## config.mk

```make
export PLATFORM = sky130hd
export DESIGN_NAME = row_scan_mapper
export DESIGN_NICKNAME = d
export VERILOG_FILES = /design/src/rtl/rsm_pkg.sv /design/src/rtl/rsm_scroll.sv /design/src/rtl/rsm_inv.sv /design/src/rtl/rsm_slot_fsm.sv /design/src/rtl/row_scan_mapper.sv
export SDC_FILE = /design/constraint.sdc
export NUM_CORES = 1
export LEC_CHECK = 0
export BUFFER_PORTS_ARGS = -buffer_cell sky130_fd_sc_hd__buf_4
export CAP_MARGIN = 5
export CELL_PAD_IN_SITES_DETAIL_PLACEMENT = 1
export CELL_PAD_IN_SITES_GLOBAL_PLACEMENT = 1
export CORE_AREA = 2 2 83 85
export DETAILED_ROUTE_END_ITERATION = 8
export DIE_AREA = 0 0 85 87
export GPL_TIMING_DRIVEN = 0
export PLACE_DENSITY = 0.95
export SETUP_SLACK_MARGIN = 0.1
export SLEW_MARGIN = 30
export SYNTH_ARGS = -nofsm -noshare
export SYNTH_HDL_FRONTEND = slang
export SYNTH_HIERARCHICAL = 1
export SYNTH_SLANG_ARGS = --single-unit
```

## constraint.sdc

```tcl
create_clock -name clk -period 13.13 [get_ports clk]
set_input_delay 0.6565 -clock clk [delete_from_list [all_inputs] [get_ports clk]]
set_output_delay 0.6565 -clock clk [all_outputs]
set_load 0.01 [all_outputs]
```

## src/rtl/rsm_pkg.sv

```systemverilog
package rsm_pkg;
    typedef enum logic [1:0] {
        SLOT_OFF  = 2'd0,
        SLOT_DISP = 2'd1,
        SLOT_ICON = 2'd2
    } slot_cls_e;

    function automatic logic [1:0] rate_index(input logic [1:0] sel);
        return (sel == 2'd3) ? 2'd2 : sel;
    endfunction
endpackage

```

## src/rtl/rsm_scroll.sv

```systemverilog
module rsm_scroll #(
    parameter int ROW_W = 7,
    parameter int SEL_W = 2
) (
    input  logic             clk,
    input  logic             rst_n,
    input  logic [SEL_W-1:0] mux_sel,
    input  logic             scroll_req,
    input  logic             scroll_dir,
    input  logic [ROW_W-1:0] disp_rows,
    output logic [ROW_W-1:0] offset
);
    logic [SEL_W-1:0] sel_q;
    logic             sel_change;

    assign sel_change = (mux_sel != sel_q);

    always_ff @(posedge clk) begin
        if (!rst_n) begin
            offset <= '0;
            sel_q  <= '0;
        end else begin
            sel_q <= mux_sel;
            if (sel_change) begin
                offset <= '0;
            end else if (scroll_req) begin
                if (!scroll_dir)
                    offset <= (offset >= disp_rows - 1'b1) ? '0 : offset + 1'b1;
                else
                    offset <= (offset == '0) ? disp_rows - 1'b1 : offset - 1'b1;
            end
        end
    end


    mux_clear_chk: assert property (@(posedge clk) disable iff (!rst_n)
        sel_change |=> (offset == '0));


    scroll_wrap_chk: assert property (@(posedge clk) disable iff (!rst_n)
        (!sel_change && scroll_req && !scroll_dir && offset == disp_rows - 1'b1)
        |=> (offset == '0));
endmodule

```

## src/rtl/rsm_inv.sv

```systemverilog
module rsm_inv #(
    parameter int INV_W = 4
) (
    input  logic             clk,
    input  logic             rst_n,
    input  logic             line_tick,
    input  logic             frame_end,
    input  logic             slot_active,
    input  logic [INV_W-1:0] inv_lines,
    output logic             line_pol
);
    logic [INV_W-1:0] grp_cnt;
    logic             grp_par;
    logic             frame_par;

    always_ff @(posedge clk) begin
        if (!rst_n) begin
            grp_cnt   <= '0;
            grp_par   <= 1'b0;
            frame_par <= 1'b0;
        end else if (line_tick) begin
            if (frame_end) begin
                grp_cnt   <= '0;
                grp_par   <= 1'b0;
                frame_par <= ~frame_par;
            end else if (slot_active && inv_lines != '0) begin
                if (grp_cnt >= inv_lines - 1'b1) begin
                    grp_cnt <= '0;
                    grp_par <= ~grp_par;
                end else begin
                    grp_cnt <= grp_cnt + 1'b1;
                end
            end
        end
    end

    assign line_pol = frame_par ^ grp_par;


    pol_hold_chk: assert property (@(posedge clk) disable iff (!rst_n)
        !line_tick |=> $stable(line_pol));


    inv_off_chk: assert property (@(posedge clk) disable iff (!rst_n)
        (line_tick && !frame_end && inv_lines == '0) |=> $stable(line_pol));
endmodule

```

## src/rtl/rsm_slot_fsm.sv

```systemverilog
module rsm_slot_fsm
    import rsm_pkg::*;
#(
    parameter int DRV_LAST = 64,
    parameter int ROW_W    = 7
) (
    input  logic             clk,
    input  logic             rst_n,
    input  logic             line_tick,
    input  logic [ROW_W-1:0] disp_rows,
    input  logic [ROW_W-1:0] icon_drv,
    input  logic             icon_first,
    output logic [ROW_W-1:0] slot,
    output logic             frame_end,
    output logic             disp_vld,
    output logic             icon_vld,
    output logic [ROW_W-1:0] line_idx
);
    slot_cls_e        state, state_d;
    logic [ROW_W-1:0] slot_d;

    assign frame_end = (slot == ROW_W'(DRV_LAST));
    assign slot_d    = !line_tick ? slot : (frame_end ? '0 : slot + 1'b1);

    always_comb begin
        if (icon_first) begin
            if (slot_d == '0)
                state_d = SLOT_ICON;
            else if (slot_d <= disp_rows)
                state_d = SLOT_DISP;
            else
                state_d = SLOT_OFF;
        end else begin
            if (slot_d == icon_drv)
                state_d = SLOT_ICON;
            else if (slot_d < disp_rows)
                state_d = SLOT_DISP;
            else
                state_d = SLOT_OFF;
        end
    end

    always_ff @(posedge clk) begin
        if (!rst_n) begin
            state <= SLOT_OFF;
            slot  <= '0;
        end else begin
            state <= state_d;
            slot  <= slot_d;
        end
    end

    always_comb begin
        disp_vld = 1'b0;
        icon_vld = 1'b0;
        line_idx = '0;
        unique case (state)
            SLOT_OFF: begin
            end
            SLOT_DISP: begin
                disp_vld = 1'b1;
                line_idx = icon_first ? slot - 1'b1 : slot;
            end
            SLOT_ICON: begin
                icon_vld = 1'b1;
            end
            default: begin
            end
        endcase
    end


    slot_wrap_chk: assert property (@(posedge clk) disable iff (!rst_n)
        (line_tick && frame_end) |=> (slot == '0));


    slot_hold_chk: assert property (@(posedge clk) disable iff (!rst_n)
        !line_tick |=> $stable(slot));
endmodule

```

## src/rtl/row_scan_mapper.sv

```systemverilog
module row_scan_mapper
    import rsm_pkg::*;
#(
    parameter int DRV_LAST  = 64,
    parameter int DISP_MAX  = 64,
    parameter int DISP_STEP = 16,
    parameter int ICON_STEP = 8,
    parameter int ROW_W     = 7,
    parameter int INV_W     = 4
) (
    input  logic             clk,
    input  logic             rst_n,
    input  logic             line_tick,
    input  logic [1:0]       mux_sel,
    input  logic             y_mirror,
    input  logic             icon_mode,
    input  logic             scroll_req,
    input  logic             scroll_dir,
    input  logic [INV_W-1:0] inv_lines,
    output logic [ROW_W-1:0] drv_slot,
    output logic             fetch_en,
    output logic [ROW_W-1:0] mem_row,
    output logic             icon_row,
    output logic             line_pol
);
    localparam logic [ROW_W-1:0] ICON_MEM = ROW_W'(DISP_MAX);

    logic [1:0]       rate;
    logic [ROW_W-1:0] disp_rows;
    logic [ROW_W-1:0] icon_drv;
    logic             icon_first;
    logic [ROW_W-1:0] offset;
    logic             frame_end;
    logic             disp_vld;
    logic             icon_vld;
    logic [ROW_W-1:0] line_idx;
    logic [ROW_W-1:0] line_ord;
    logic [ROW_W:0]   row_sum;
    logic [ROW_W:0]   row_wrap;

    assign rate       = rate_index(mux_sel);
    assign disp_rows  = ROW_W'(DISP_MAX)  - ROW_W'(DISP_STEP * int'(rate));
    assign icon_drv   = ROW_W'(DRV_LAST)  - ROW_W'(ICON_STEP * int'(rate));
    assign icon_first = y_mirror & ~icon_mode;

    rsm_scroll #(.ROW_W(ROW_W), .SEL_W(2)) u_scroll (
        .clk        (clk),
        .rst_n      (rst_n),
        .mux_sel    (mux_sel),
        .scroll_req (scroll_req),
        .scroll_dir (scroll_dir),
        .disp_rows  (disp_rows),
        .offset     (offset)
    );

    rsm_slot_fsm #(.DRV_LAST(DRV_LAST), .ROW_W(ROW_W)) u_fsm (
        .clk        (clk),
        .rst_n      (rst_n),
        .line_tick  (line_tick),
        .disp_rows  (disp_rows),
        .icon_drv   (icon_drv),
        .icon_first (icon_first),
        .slot       (drv_slot),
        .frame_end  (frame_end),
        .disp_vld   (disp_vld),
        .icon_vld   (icon_vld),
        .line_idx   (line_idx)
    );

    rsm_inv #(.INV_W(INV_W)) u_inv (
        .clk         (clk),
        .rst_n       (rst_n),
        .line_tick   (line_tick),
        .frame_end   (frame_end),
        .slot_active (disp_vld | icon_vld),
        .inv_lines   (inv_lines),
        .line_pol    (line_pol)
    );

    always_comb begin
        line_ord = y_mirror ? (disp_rows - 1'b1 - line_idx) : line_idx;
        row_sum  = {1'b0, line_ord} + {1'b0, offset};
        row_wrap = (row_sum >= {1'b0, disp_rows}) ? row_sum - {1'b0, disp_rows} : row_sum;
    end

    always_comb begin
        fetch_en = disp_vld | icon_vld;
        icon_row = icon_vld;
        if (icon_vld)
            mem_row = ICON_MEM;
        else if (disp_vld)
            mem_row = row_wrap[ROW_W-1:0];
        else
            mem_row = '0;
    end


    no_dual_chk: assert property (@(posedge clk) disable iff (!rst_n)
        !(disp_vld && icon_vld));


    idle_row_chk: assert property (@(posedge clk) disable iff (!rst_n)
        !fetch_en |-> (mem_row == '0 && !icon_row));
endmodule

```

==> impl_results.md <==
* Post-Syn Area at 0.00309 mm²
* Worst-path clk slew at 0.11 ns
* Most common cell in the netlist: ha_1
* Inserted Diodes at 0
* Final Util at 0.538
* Syn. warnings at 6
* Startpoint Class: primary input
* Worst path required time at 12.47 ns
* Share of power burned in combinational logic at 0.428
* Top FF cell, synth: dfxtp_1
* Tcrit/Tclk final at 0.473
* Footprint of the multi-input gates at 0.00247 mm²
* Sw Share at 0.368
* Hold Startpoint: u_inv/grp_cnt[0]
* Row Count at 30
* Vias per cell at 5.85
* Hold WS at 0.511 ns
* Psw at 0.0000954 W
* RSZ-0062 raised after global routing: false
* CP Class: in2out
* CTS Hold Bufs at 0
* VDD IR max at 0.0399 mV
* DRT iter0 DRCs at 96
* Max-Slew Margin vs Limit at 0.399
* Slew at the pin closest to its max-slew limit at 0.898 ns
* Layout cell share with drive strength beyond 1 at 0.145
* Synth cell types at 76
* Die X at 85 µm
* Area grow syn2layout at 14.4%
* Clock share of power at 0.269
* Global-route wire length before repair at 15400 µm
* Drt total wl at 9200 µm
* Grt ovf at 0
* Initial antenna violation count at 0
* Final setup fails at 0
* Clock skew at 0.00781 ns
* Hpwl dp at 7190 µm
* Worst Reg2Reg Path Length in Cells at 12
* Post-route cell area at 0.00353 mm²
* Initial Utilization at 0.470
* Yosys reg bits at 24
* CP endpoint kind: primary output
* Worst reg-to-reg setup slack at 10.17 ns
* Maximum buffer depth of the clock tree at 2
* Drt wl/cell at 17.9 µm
* GRT Total Usage at 0.256
* Synthesized instance count at 385
* Yosys top cell by area: dfxtp_1
* Vias in the first global route at 3204
* Die Height at 87 µm
* Setup repair bufs after CTS at 0
* Placed cell area at 0.00346 mm²
* Post-CTS resize count at 0
* H-Tree Level Count at 1
* Max Cap Violations at 0
* Seq. cell area at 480 µm²
* Hold worst-path end: u_inv/grp_cnt[0]
* Worst r2r src: u_fsm/slot[0]
* Gpl congestion at 0.855
* CTS tree: done
* Syn_area_per_cell at 8.02 µm²
* DIE AREA at 0.00740 mm²
* Setup TNS at 0 ns
* WHS Path Cells at 2
* Fill cell count at 842
* Vias at 3013
* Number of flops mapped to enable cells by yosys at 0
* Run status: complete, no violations
* Reg2reg end: u_fsm/state[0]
* IO buf count at 27
* Crit path max fanout at 8
* Ports at 30
* Seq/Total Area, Yosys at 0.156
* Slew Limit Fails at 0
* Final Critical Period at 6.21 ns
* Post-synth top cells: 36 x ha_1, 29 x inv_1, 29 x nor2_1
* PwrDens at 73.5 mW/mm²
* Final hold violations at 0
* Post-synth top area share at 0.156
* Power share of the sequential group at 0.302
* Crit path DAT at 5.55 ns
* Ranking of synthesized cells by area: dfxtp_1 16%, ha_1 15%, xnor2_1 6.5%
* Post-synth ARST share at 0
* Max Clk Rate at 0.161 GHz
* CTS Buf Count at 3
* 1st-pass router iterations at 4
* Core box area at 0.00657 mm²
* Pint at 0.000164 W
* Worst-Skew Late Latency at 0.28 ns
* Leakage power at 1.61 nW
* Largest net degree at the start of global routing at 15
* Nets@finish at 488
* Remaining antenna violation count at 0
* Worst hold path type: reg2reg
* TritonCTS Sinks at 24
* DRC Markers at 0
* Root Driver: clkbuf_8
metrics by stage:
step,instances,total power (W),worst slack [ns]
finish,515,0.000260,6.92
global route,515,0.000275,6.55
CTS,515,0.000261,6.91
detailed placement,511,0.000188,7.00
global placement,511,0.000182,7.14
floorplan,404,0.000156,7.71
logic make-up after synthesis:
logic type,count (synthesis),synth area share
other cells,1,0.00121
mux,8,0.0308
fa+ha+maj,39,0.165
flops,24,0.156
compound gates,72,0.174
buf+inv,46,0.0685
simple gates,150,0.276
xor+xnor,45,0.128
registers in the layout, summed over array words and instances (netlist names):
signal and count:
u_inv/grp_par 1, u_scroll/offset 7, u_fsm/state 2, u_scroll/sel_q 2, u_inv/frame_par 1, u_inv/grp_cnt 4
u_fsm/slot 7
worst max path at each step:
stage	startpoint	end	slack, ns	cells after the start
floorplan	y_mirror	mem_row[6]	7.71	20
global placement	y_mirror	mem_row[5]	7.14	21
detailed placement	y_mirror	mem_row[5]	7.00	21
CTS	y_mirror	mem_row[5]	6.91	21
global route	y_mirror	mem_row[5]	6.55	21
finish	y_mirror	mem_row[5]	6.92	21
placed cells by master (no fill, tap or decap), types with 11 or more instances in the layout:
cell type | synthesis | layout
and2_1 | 11 | 11
buf_4 | 3 | 30
conb_1 | 1 | 20
dfxtp_1 | 24 | 24
ha_1 | 36 | 36
inv_1 | 29 | 29
nand2_1 | 26 | 26
nand3_1 | 11 | 11
nor2_1 | 29 | 29
o21ai_0 | 13 | 13
xnor2_1 | 23 | 23
xor2_1 | 22 | 22
critical path: stages:
cell and delay [ns]:
clkbuf_1 0.37, nor2b_1 0.21, clkbuf_1 0.33, nor4b_1 0.47
nand2_1 0.12, xor2_1 0.17, nor2_1 0.22, fa_1 0.46
mux2i_1 0.19, ha_1 0.33, o21ai_1 0.16, nand2_1 0.10
nor2_1 0.14, xnor2_1 0.14, ha_1 0.28, a211o_2 0.34
a221oi_2 0.21, o2bb2ai_1 0.17, nand2_1 0.08, a32o_1 0.26
buf_4 0.14
routing by layer:
metal  GRT usage  vias to the layer above  part of all wire
met5           0                        -                 0
met4      0.0548                        0             0.015
met3      0.0246                       10             0.029
met2       0.511                       56              0.54
met1       0.292                     1508              0.41
li1            -                     1439                 -
power groups by stage:
stage	clock (W)	combinational, W	sequential [W]
after global routing	0.0000741	0.000122	0.0000789
after floorplan	0	0.0000767	0.0000794
after global placement	0	0.000102	0.0000798
after detailed placement	0	0.000108	0.0000801
final	0.0000700	0.000111	0.0000784
after CTS	0.0000724	0.000110	0.0000784
layout make-up:
type,instances,share of cell area
inverters,29,0.0308
well taps,80,0.0283
clock buffers,3,0.0117
flip-flops and latches,24,0.136
multi-input cells,334,0.698
clock inverters,1,0.00850
repair buffers,27,0.0574
plain buffers,17,0.0290
Power figures use the tool's default switching activity.
